`src/rtl/rstnmi_pkg.sv`:
```
package rstnmi_pkg;

    localparam int NSRC = 3;

    typedef logic [NSRC-1:0] cause_t;

    // Bit positions are fixed: software decodes them.
    typedef struct packed {
        logic sys;   // bit 2
        logic wdt;   // bit 1
        logic ext;   // bit 0
    } fault_ev_t;

    typedef enum logic {
        BT_HOLD = 1'b0,
        BT_RUN  = 1'b1
    } boot_st_e;

    localparam logic [31:0] RESET_VEC_DEF = 32'h4000_0000;
    localparam logic [31:0] NMI_VEC_DEF   = 32'h4000_0008;

    // Clear first, then set: a same-cycle event survives its clear.
    function automatic cause_t cause_next(cause_t cur, cause_t clr, cause_t set);
        return (cur & ~clr) | set;
    endfunction

endpackage

```
`src/rtl/rstnmi_boot.sv`:
```
module rstnmi_boot
    import rstnmi_pkg::*;
#(
    parameter int STAB_CYC = 64
) (
    input  logic clk,
    input  logic rst_pin_n,
    output logic hold,
    output logic go
);
    localparam int CW = (STAB_CYC < 2) ? 1 : $clog2(STAB_CYC);
    localparam logic [CW-1:0] LAST = CW'(STAB_CYC - 1);

    boot_st_e      st_q;
    logic [CW-1:0] cnt_q;
    logic          go_q;

    always_ff @(posedge clk) begin
        if (!rst_pin_n) begin
            st_q  <= BT_HOLD;
            cnt_q <= '0;
            go_q  <= 1'b0;
        end else if (st_q == BT_HOLD) begin
            if (cnt_q == LAST) begin
                st_q  <= BT_RUN;
                cnt_q <= '0;
                go_q  <= 1'b1;
            end else begin
                cnt_q <= cnt_q + 1'b1;
                go_q  <= 1'b0;
            end
        end else begin
            go_q <= 1'b0;
        end
    end

    assign hold = (st_q == BT_HOLD);
    assign go   = go_q;

    // a low pin always puts the core on hold
    assert_pin_holds_R1: assert property (@(posedge clk) !rst_pin_n |=> hold);

    // a low pin restarts the wait from zero
    assert_wait_restart_R3: assert property (@(posedge clk) !rst_pin_n |=> (cnt_q == '0));

    // release is accompanied by the start strobe, which lasts one cycle
    assert_release_strobe_R2: assert property (@(posedge clk) disable iff (!rst_pin_n)
        $fell(hold) |-> go);
    assert_strobe_single_R2: assert property (@(posedge clk) disable iff (!rst_pin_n)
        go |=> !go);

endmodule

```
`src/rtl/rstnmi_cause.sv`:
```
module rstnmi_cause
    import rstnmi_pkg::*;
(
    input  logic   clk,
    input  logic   rst,
    input  cause_t set_ev,
    input  cause_t clr,
    output cause_t cause
);
    cause_t cause_q;

    always_ff @(posedge clk) begin
        if (rst) cause_q <= '0;
        else     cause_q <= cause_next(cause_q, clr, set_ev);
    end

    assign cause = cause_q;

    // an event leaves its bit set, even against a clear
    assert_set_wins_R8: assert property (@(posedge clk) disable iff (rst !== 1'b0)
        (set_ev != '0) |=> ((cause & $past(set_ev)) == $past(set_ev)));

    // a cleared bit with no competing event reads zero
    assert_w1c_R8: assert property (@(posedge clk) disable iff (rst !== 1'b0)
        ((clr & ~set_ev) != '0) |=> ((cause & $past(clr & ~set_ev)) == '0));

    // without a clear nothing drops
    assert_sticky_R8: assert property (@(posedge clk) disable iff (rst !== 1'b0)
        (clr == '0) |=> ((cause & $past(cause)) == $past(cause)));

endmodule

```
`src/rtl/rstnmi_req.sv`:
```
module rstnmi_req (
    input  logic clk,
    input  logic rst,
    input  logic any_cause,
    input  logic wr,
    input  logic ack,
    output logic req
);
    logic busy_q;

    always_ff @(posedge clk) begin
        if (rst)            busy_q <= 1'b0;
        else if (wr)        busy_q <= 1'b0;
        else if (ack && req) busy_q <= 1'b1;
    end

    assign req = any_cause && !busy_q;

    // acknowledgement drops the request until a write
    assert_ack_drops_R9: assert property (@(posedge clk) disable iff (rst !== 1'b0)
        (ack && req && !wr) |=> !req);

    // an unacknowledged request stays up
    assert_req_holds_R9: assert property (@(posedge clk) disable iff (rst !== 1'b0)
        (req && !ack && !wr) |=> req);

endmodule

```
`src/rtl/rstnmi_ctrl.sv`:
```
module rstnmi_ctrl
    import rstnmi_pkg::*;
#(
    parameter int          STAB_CYC  = 64,
    parameter int          NERR      = 3,
    parameter logic [31:0] RESET_VEC = RESET_VEC_DEF,
    parameter logic [31:0] NMI_VEC   = NMI_VEC_DEF
) (
    input  logic            clk,
    input  logic            rst_pin_n,
    input  logic            nmi_pin_n,
    input  logic            wdt_ovf,
    input  logic            wdt_cnt_en,
    input  logic [NERR-1:0] err_in,
    input  logic            core_ie,
    input  logic [2:0]      core_im,
    input  logic            cause_wr,
    input  logic [2:0]      cause_wdata,
    input  logic            nmi_ack,
    output logic [2:0]      nmi_cause,
    output logic            nmi_req,
    output logic [31:0]     nmi_vec,
    output logic            core_hold,
    output logic            boot_go,
    output logic [31:0]     boot_addr
);
    logic      hold;
    logic      rst_i;
    fault_ev_t ev;
    cause_t    clr;
    cause_t    cause;

    rstnmi_boot #(.STAB_CYC(STAB_CYC)) u_boot (
        .clk       (clk),
        .rst_pin_n (rst_pin_n),
        .hold      (hold),
        .go        (boot_go)
    );

    // Reset outranks everything: the pin acts at once, the wait keeps it.
    assign rst_i = hold || !rst_pin_n;

    always_comb begin
        ev.ext = !nmi_pin_n;
        ev.wdt = wdt_ovf && wdt_cnt_en;
        ev.sys = |err_in;
    end

    assign clr = cause_wr ? cause_t'(cause_wdata) : '0;

    rstnmi_cause u_cause (
        .clk    (clk),
        .rst    (rst_i),
        .set_ev (cause_t'(ev)),
        .clr    (clr),
        .cause  (cause)
    );

    rstnmi_req u_req (
        .clk       (clk),
        .rst       (rst_i),
        .any_cause (|cause),
        .wr        (cause_wr),
        .ack       (nmi_ack),
        .req       (nmi_req)
    );

    assign nmi_cause = cause;
    assign nmi_vec   = NMI_VEC;
    assign core_hold = hold;
    assign boot_addr = RESET_VEC;

    // a new cause raises the request even with interrupts masked
    assert_unmaskable_R4: assert property (@(posedge clk) disable iff (rst_i !== 1'b0)
        ($rose(|nmi_cause) && (!core_ie || core_im == 3'd0 || core_im != 3'd0)) |-> nmi_req);

    // pin low records bit 0
    assert_pin_cause_R5: assert property (@(posedge clk) disable iff (rst_i !== 1'b0)
        !nmi_pin_n |=> nmi_cause[0]);

    // an overflow without count enable leaves bit 1 alone
    assert_wdt_gate_R6: assert property (@(posedge clk) disable iff (rst_i !== 1'b0)
        (!wdt_cnt_en && !nmi_cause[1]) |=> !nmi_cause[1]);

    // any error pulse records bit 2
    assert_err_cause_R7: assert property (@(posedge clk) disable iff (rst_i !== 1'b0)
        (|err_in) |=> nmi_cause[2]);

endmodule

```
`config.mk`:
```
export PLATFORM = sky130hd
export DESIGN_NAME = rstnmi_ctrl
export DESIGN_NICKNAME = d
export VERILOG_FILES = /design/src/rtl/rstnmi_pkg.sv /design/src/rtl/rstnmi_boot.sv /design/src/rtl/rstnmi_cause.sv /design/src/rtl/rstnmi_req.sv /design/src/rtl/rstnmi_ctrl.sv
export SDC_FILE = /design/constraint.sdc
export NUM_CORES = 1
export LEC_CHECK = 0
export ABC_AREA = 1
export BUFFER_PORTS_ARGS = -buffer_cell sky130_fd_sc_hd__buf_2
export CELL_PAD_IN_SITES_DETAIL_PLACEMENT = 1
export CELL_PAD_IN_SITES_GLOBAL_PLACEMENT = 1
export CORE_MARGIN = 2
export CORE_UTILIZATION = 27
export CTS_BUF_LIST = sky130_fd_sc_hd__clkbuf_4
export DETAILED_ROUTE_END_ITERATION = 8
export PLACE_DENSITY = 0.92
export SLEW_MARGIN = 20
export SYNTH_ARGS = -nofsm -noshare
export SYNTH_HDL_FRONTEND = slang
export SYNTH_SLANG_ARGS = --single-unit
```
`constraint.sdc`:
```
create_clock -name clk -period 2.7 [get_ports clk]
set_input_delay 0.81 -clock clk [delete_from_list [all_inputs] [get_ports clk]]
set_output_delay 0.81 -clock clk [all_outputs]
set_load 0.005 [all_outputs]
```
# ---- Word-level counts from Yosys, hierarchy flattened
# Index checks and enable logic that the tools add are counted.
dict set report op_classes {
  add_sub_neg 1
  bitwise_logic 5
  n_eq_ne 1
  muxes 4
  n_reduce_logical 11
}
# cell n
set op_table {}
lappend op_table {{$add 6x1->6 const B} 1}
lappend op_table {{$eq 6x6->1 const B} 1}
lappend op_table {{$mux 6} 1}
lappend op_table {{$reduce_or 3->1} 2}
lappend op_table {{$reduce_or 2->1} 2}
lappend op_table {{$and 3x3->3} 1}
lappend op_table {{$logic_and 1x1->1} 3}
lappend op_table {{$logic_not 1->1} 3}
lappend op_table {{$mux 3} 1}
lappend op_table {{$not 3->3} 1}
lappend op_table {{$or 3x3->3} 1}
lappend op_table {{$mux 1} 2}
lappend op_table {{$not 1->1} 2}
lappend op_table {{$logic_or 1x1->1} 1}
dict set report totals {
  register_bits 12
  inputBits 17
}

# ---- Logic depth before layout (Yosys ltp)
# Gate-level depths: netlist of the first run.
dict set report logic_depth {
  ltp_word 4
  ltp_mapped 6
  mapped_depth_nobuf 6
}

# ---- Modules after synthesis
# From an unflattened synthesis of the first run, not the netlist that was laid out.
dict set report unflattened {
  cells_unflattened 157
  area_unflattened_um2 1099.8
}
# mod cells_per_inst area_per_inst_um2 n_inst
set modules_own_cells {}
lappend modules_own_cells {rstnmi_ctrl 83 551.8 1}
lappend modules_own_cells {rstnmi_boot 50 386.6 1}
lappend modules_own_cells {rstnmi_cause 15 108.9 1}
lappend modules_own_cells {rstnmi_req 9 52.6 1}

# ---- Worst setup path after synthesis of the first run
# OpenSTA, ideal clock, no wires.
dict set report synth_path {
  path_type {flip-flop to output port}
  startpoint {register u_cause.cause_q[2], in the netlist u_cause.cause[2]}
  endpoint {output port nmi_req}
  path_buffers 0
  required_ns 1.890
  path_stages_with_launch 3
  setup_slack_ns 1.315
  t_arrival_ns 0.575
  path_cell_list {dfxtp_1 inv_1 a31oi_1}
}
dict set report synth_via {
  elab_chain_cells 2
}
# element line_no
set synth_rtl {}
lappend synth_rtl {{from (decl)} rstnmi_cause.sv:10} ;# cause_t cause_q;
lappend synth_rtl {{from (signal assigned)} rstnmi_cause.sv:14} ;# else cause_q <= cause_next(cause_q, clr, set_ev);
lappend synth_rtl {{$reduce_or 3->1} rstnmi_ctrl.sv:62} ;# .any_cause (|cause),
lappend synth_rtl {{$logic_and 1x1->1} rstnmi_req.sv:17} ;# assign req = any_cause && !busy_q;
lappend synth_rtl {{to (decl)} rstnmi_ctrl.sv:21} ;# output logic nmi_req,
# No other way between the ends.

# ---- Worst setup path in the final report of the first run
dict set report layout_path {
  startpoint {register u_boot.st_q}
  endpoint {output port core_hold}
}
dict set report layout_via {
  elab_chain_cells 1
}
# element line_no
set layout_rtl {}
lappend layout_rtl {{from (decl)} rstnmi_boot.sv:14} ;# boot_st_e st_q;
lappend layout_rtl {{from (signal assigned)} rstnmi_boot.sv:20} ;# st_q <= BT_HOLD;
lappend layout_rtl {{from (signal assigned)} rstnmi_boot.sv:25} ;# st_q <= BT_RUN;
lappend layout_rtl {{$not 1->1} -}
lappend layout_rtl {{to (decl)} rstnmi_ctrl.sv:23} ;# output logic core_hold,
# No other way between the ends.

==> run_results.csv, run 1 <==
group,metric,value,unit
worst_setup_path,worstReg2RegEnd,"u_boot.cnt_q[5]",
logic_synthesis,netlist_instances,145,
route,wl_per_cell,7.573,um
global_route,grt_max_degree,8,
route,drtIter0Drc,12,
clock_tree,cts.clk_slew.worst_paths,0.07,ns
timing,min_period,1.771,ns
worst_setup_path,r2r_start,"u_boot.cnt_q[0]",
cells_and_area,final_area,954.7,sq um
logic_synthesis,synth_warnings,0,
placement,placed_area,928.4,sq um
power,max-vdd-ir-drop,0.0001398,V
clock_tree,tritoncts,"done",
clock_tree,h-tree-depth,1,
logic_synthesis,synth_cell_types,17,
clock_tree,root_buffer,"clkbuf_4",
clock_tree,postCtsSetupRepairBufs,0,
logic_synthesis,avgSynthCellArea,7.076,sq um
cells_and_area,drive_gt1_share,15.15,%
worst_setup_path,crit_chain,"inv_2 -> buf_2",
timing,setup_tns,0,ns
min_path,worst_hold_path.num_cells,2,
cells_and_area,syn2layout_area_growth,-6.951,%
route,firstDrtPassIters,3,
worst_setup_path,arrival,0.96,ns
min_path,worstHoldPathType,"reg -> reg",
logic_synthesis,yosysTopAreaCell,"buf_4",
clock_tree,clock-sinks,12,
die,chipHeight,65.65,um
die,core-area,0.003661,sq mm
clock_tree,ctsLongestPathBuffers,2,
die,rows,22,
power,total_power,342.3,uW
cells_and_area,antenna_cells,0,
placement,place.port_buffers,18,
power,powerDensity,358.6,mW/mm^2
clock_tree,cts_resized,0,
global_route,grt.total_usage,7.087,%
timing,hold_viol,0,
clock_tree,hold_buffers,0,
worst_setup_path,cp.required,1.89,ns
timing,rsz0062_at_grt,"no",
global_route,antenna_found_initial,0,
worst_setup_path,worstRegToRegCells,6,
route,vias,714,
global_route,overflow,0,
worst_setup_path,crit_path_max_fanout,6,
logic_synthesis,synth.area.top_cells,"buf_4 47%, dfxtp_1 23%, nand2_1 8.4%",
logic_synthesis,ys_ff_latch,12,
worst_setup_path,path_buf_inv,2,
timing,fin_crit_sh,65.58,%
logic_synthesis,synth_top_area_share,46.83,%
worst_setup_path,cp_slowest_cell,"dfxtp_1",
min_path,min_delay_worst_endpoint,"u_cause.cause[1]",
global_route,grt_pass1_wl,2.311,mm
route,vias_per_cell,3.352,
power,leakage,0.5465,nW
die,io_pins,87,
die,initial_core_util,28.02,%
timing,finClkSkew,0.0008820,ns
cells_and_area,stdcell_count,213,
worst_setup_path,rrSetupSlack,1.53,ns
worst_setup_path,startpoint_type,"flip-flop",
worst_setup_path,cp-end-kind,"output pin",
clock_tree,cts_made_buffers,3,
route,routed_wl,1.613,mm
logic_synthesis,synth_area,0.001026,sq mm
flow_run,maxCapViolations,0,
placement,routabilityCongestion,0.7816,
route,drc,0,
die,die_width,65.65,um
min_path,min-delay-start,"u_cause.cause[1]",
worst_setup_path,slowest_delay,0.43,ns
cells_and_area,layout.nets,184,
timing,fmax,564.7,MHz
placement,dp_cells,209,
logic_synthesis,ys_seq_area_share,23.41,%
die,die-area,0.004309,sq mm
timing,slew_violations,0,
clock_tree,worstSkewPairLatency,0.27,ns
route,drtAntennaViolNets,0,
worst_setup_path,worstSetupPathType,"reg -> out",
timing,setup_violations,0,
run_status,status,"finished, final reports clean",
worst_setup_path,cpLargestDelayFamily,"flip-flops",
global_route,grt_pass1_vias,567,
placement,hpwlAfterDp,1.426,mm
-- state kept, by name (all words and copies together), names as in the netlist --
register and flops:
u_cause.cause 3, u_boot.go 1, u_boot.st_q 1, u_req.busy_q 1
u_boot.cnt_q 6
-- cell type report --
cell class | instances | area (sq um)
clock buffers | 3 | 22.52
clock inverters | 1 | 3.754
fillers | 494 | 2706
inverters | 13 | 48.80
multi-input cells | 118 | 489.2
flip-flops and latches | 12 | 240.2
well taps | 48 | 60.06
repair buffers | 18 | 90.09
-- power breakdown --
group / internal, mW / switching, mW
combinational: 0.0118 / 0.0335
clock: 0.0536 / 0.0591
sequential: 0.181 / 0.00363
-- Yosys cell counts (all sizes together) --
cell type / n
buf: 64
nand2: 25
inv: 13
dfxtp: 12
nor2: 10
nand3: 6
a21oi: 5
conb: 2
nor3: 2
o21ai: 2
a31oi: 1
ha: 1
o21bai: 1
or2: 1
-- cell usage in the layout (no fill, tap or decap) --
cell type / n
clkinv_1: 1
o21bai_1: 1
nor3_1: 2
inv_2: 1
o21ai_0: 2
a31oi_1: 1
clkbuf_4: 3
buf_2: 18
dfxtp_1: 12
nand3_2: 1
nor2_1: 10
or2_1: 1
nand2_1: 23
ha_1: 1
inv_1: 12
a21oi_1: 5
conb_1: 64
nand2_2: 2
nand3_1: 5
-- worst reg2reg max path: stages (launching register included) --
cell     delay, ns
dfxtp_1       0.37
ha_1          0.22
inv_1         0.06
nor2_1        0.15
nand3_1       0.09
nand2_1       0.12
nor2_1        0.06
-- per-layer routing --
metal	part of all wire, %	vias to the layer above	global-route usage [%]	routed length [um]
met5	0	-	0	0
met4	1.3	0	2.344	21
met3	14	4	4.795	233
met2	49	45	12.37	792
met1	35	314	6.549	565
li1	-	351	-	-
-- cell families (layout without fill, tap and decap cells) --
| kind of cell | count (synthesis) | in the layout | share of synthesized area [%] |
|---|---|---|---|
| other | 2 | 64 | 0.7320 |
| AND/OR/NAND/NOR | 44 | 44 | 18.29 |
| flip-flops | 12 | 12 | 23.41 |
| adder cells (fa/ha/maj) | 1 | 1 | 1.219 |
| AO/OA/AOI/OAI | 9 | 9 | 4.756 |
| buffers and inverters | 77 | 35 | 51.58 |
-- per-stage QoR --
stage | hold WS (ns) | utilization, % | setup WS [ns]
floorplan | 0.4373 | - | 1.315
global placement | 0.4490 | 25.36 | 1.232
detailed placement | 0.4676 | 25.36 | 1.221
CTS | 0.4784 | 26.08 | 0.9063
global route | 0.4984 | 26.08 | 0.8347
finish | 0.4733 | 26.08 | 0.9292
-- worst max-delay path by stage --
stage,start,end,slack (ns),depth (start not counted)
after floorplan,u_cause.cause[2],nmi_req,1.31,2
after global placement,u_cause.cause[1],nmi_req,1.23,3
after detailed placement,u_boot.st_q,core_hold,1.22,2
after CTS,u_boot.st_q,core_hold,0.91,2
after global routing,u_boot.st_q,core_hold,0.83,2
final,u_boot.st_q,core_hold,0.93,2
Power figures use the tool's default switching activity.
==> inputs of run 2 (changes only) <==
CORE_UTILIZATION = 23   (was 27)
PLACE_DENSITY = 0.84   (was 0.92)
clock period = 1.6 ns   (was 2.7 ns; I/O delays follow)
==> run 2 against run 1 <==
Effect of this change:
- sequential power up 69%
- first-iteration DRC count fell by 58%
- flip-flop and latch count stayed put
- non-clock buffer count unchanged
- final cell count grew 1.9%
- worst setup slack worse by 0.77 ns
- utilization decreased by 3.9 points
- largest cell class unchanged
- critical path type unchanged
- count of clock-buffer cells in the layout unchanged
- largest power group unchanged
- sequential share of layout area down 0.13 points
- register-to-register slack worse by 1.1 ns
==> run_results.csv, run 2 (synthesis results as in run 1) <==
group,metric,value,unit
cells_and_area,regMostFlops,"u_boot.cnt_q",
cells_and_area,stdcell_count,217,
clock_tree,ctsLongestPathBuffers,2,
placement,routabilityCongestion,0.7447,
clock_tree,cts_made_buffers,3,
global_route,grt.total_usage,5.628,%
worst_setup_path,arrival,0.96,ns
die,core-area,0.004324,sq mm
min_path,worstHoldPathType,"in -> reg",
power,max-vdd-ir-drop,0.0001893,V
placement,hpwlAfterDp,1.382,mm
global_route,grtUsageMet1,5.377,%
global_route,grt_max_degree,8,
global_route,use_met2,10.07,%
clock_tree,clock-sinks,12,
run_status,status,"finished, final reports clean",
die,initial_core_util,23.73,%
power,powerDensity,598.7,mW/mm^2
worst_setup_path,cp-end-kind,"output pin",
timing,min_period,1.437,ns
clock_tree,worstSkewPairLatency,0.27,ns
timing,timing.final.ws_setup,0.1629,ns
timing,setup_violations,0,
clock_tree,cts.clk_slew.worst_paths,0.07,ns
power,leakage,0.5465,nW
cells_and_area,largest_register_ffs,6,
clock_tree,tritoncts,"done",
die,die_width,70.79,um
die,rows,24,
route,vias,703,
cells_and_area,final_common_cell,"conb_1",
global_route,grt_pass1_wl,2.187,mm
global_route,busiest_layer,"met2",
cells_and_area,layout.nets,184,
flow_run,maxCapViolations,0,
timing,finClkSkew,0.003427,ns
die,chipHeight,70.79,um
clock_tree,h-tree-depth,1,
worst_setup_path,crit_path_max_fanout,3,
timing,hold_viol,0,
global_route,grt_pass1_vias,552,
clock_tree,root_buffer,"clkbuf_4",
die,die-area,0.005011,sq mm
worst_setup_path,cp.required,1.12,ns
timing,fin_crit_sh,89.82,%
timing,rsz0062_at_grt,"no",
global_route,overflow,0,
cells_and_area,final_cell_mix,"64 x conb_1, 23 x nand2_1, 18 x buf_2",
route,routed_wl,1.567,mm
clock_tree,cts_resized,0,
timing,setup_tns,0,ns
global_route,grtUsageMet3,3.704,%
clock_tree,hold_buffers,0,
route,vias_per_cell,3.240,
cells_and_area,antenna_cells,0,
placement,place.port_buffers,18,
worst_setup_path,worstSetupPathType,"reg -> out",
route,firstDrtPassIters,2,
global_route,antenna_found_initial,0,
cells_and_area,drive_gt1_share,15.15,%
timing,slew_violations,0,
timing,fmax,695.9,MHz
worst_setup_path,startpoint_type,"flip-flop",
cells_and_area,syn2layout_area_growth,-6.463,%
placement,dp_cells,213,
route,drtIter0Drc,5,
route,drc,0,
clock_tree,postCtsSetupRepairBufs,0,
route,wl_per_cell,7.221,um
route,drtAntennaViolNets,0,
placement,dp_slack,0.4453,ns
die,io_pins,87,
run 2: cell counts in the layout (fill, tap and decap cells not counted):
No cell type changed its count.
run 2: metal layers:
layer	part of all wire, %	wire [um]
met5	0	0
met4	0.38	6
met3	16	246
met2	47	742
met1	37	573
run 2: path summary, 6_finish.rpt:
check,startpoint,end,slack (ns),depth (start not counted)
worst max-delay path,u_cause.cause[2],nmi_req,0.16,3
worst min-delay path,nmi_pin_n,u_cause.cause[0],0.38,2
worst max register to register,u_boot.cnt_q[0],u_boot.cnt_q[5],0.47,6
worst min register to register,u_req.busy_q,u_req.busy_q,0.48,2
run 2: report_power, final:
| group | internal (mW) | total (mW) | leakage, nW | switching, mW |
|---|---|---|---|---|
| clock network | 0.0903 | 0.188 | 0.0154 | 0.0975 |
| registers | 0.305 | 0.311 | 0.0973 | 0.00612 |
| logic | 0.0197 | 0.0756 | 0.434 | 0.0559 |
| total | 0.415 | 0.575 | 0.546 | 0.160 |
run 2: final cells by class:
type | instances | area (sq um)
clock buffers | 3 | 22.52
clock inverters | 1 | 3.754
fillers | 591 | 3364
inverters | 13 | 48.80
multi-input cells | 118 | 489.2
flip-flops and latches | 12 | 240.2
well taps | 52 | 65.06
repair buffers | 18 | 90.09
run 2: worst max-delay path: stages, from the launching register on:
cell and delay, ns:
dfxtp_1 0.34, inv_1 0.07, a31oi_1 0.15, buf_2 0.13
run 2: per-stage QoR:
| stage | util [%] | total power, mW | hold WS, ns | cell area [sq um] |
|---|---|---|---|---|
| 5_1_grt | 22.19 | 0.6183 | 0.3727 | 959.7 |
| 2_1_floorplan | - | 0.4820 | 0.4373 | 1259 |
| 4_1_cts | 22.19 | 0.5835 | 0.3758 | 959.7 |
| 6_report | 22.19 | 0.5746 | 0.3835 | 959.7 |
| 3_5_place_dp | 21.59 | 0.3917 | 0.4603 | 933.4 |
| 3_3_place_gp | 21.59 | 0.3895 | 0.4524 | 933.4 |
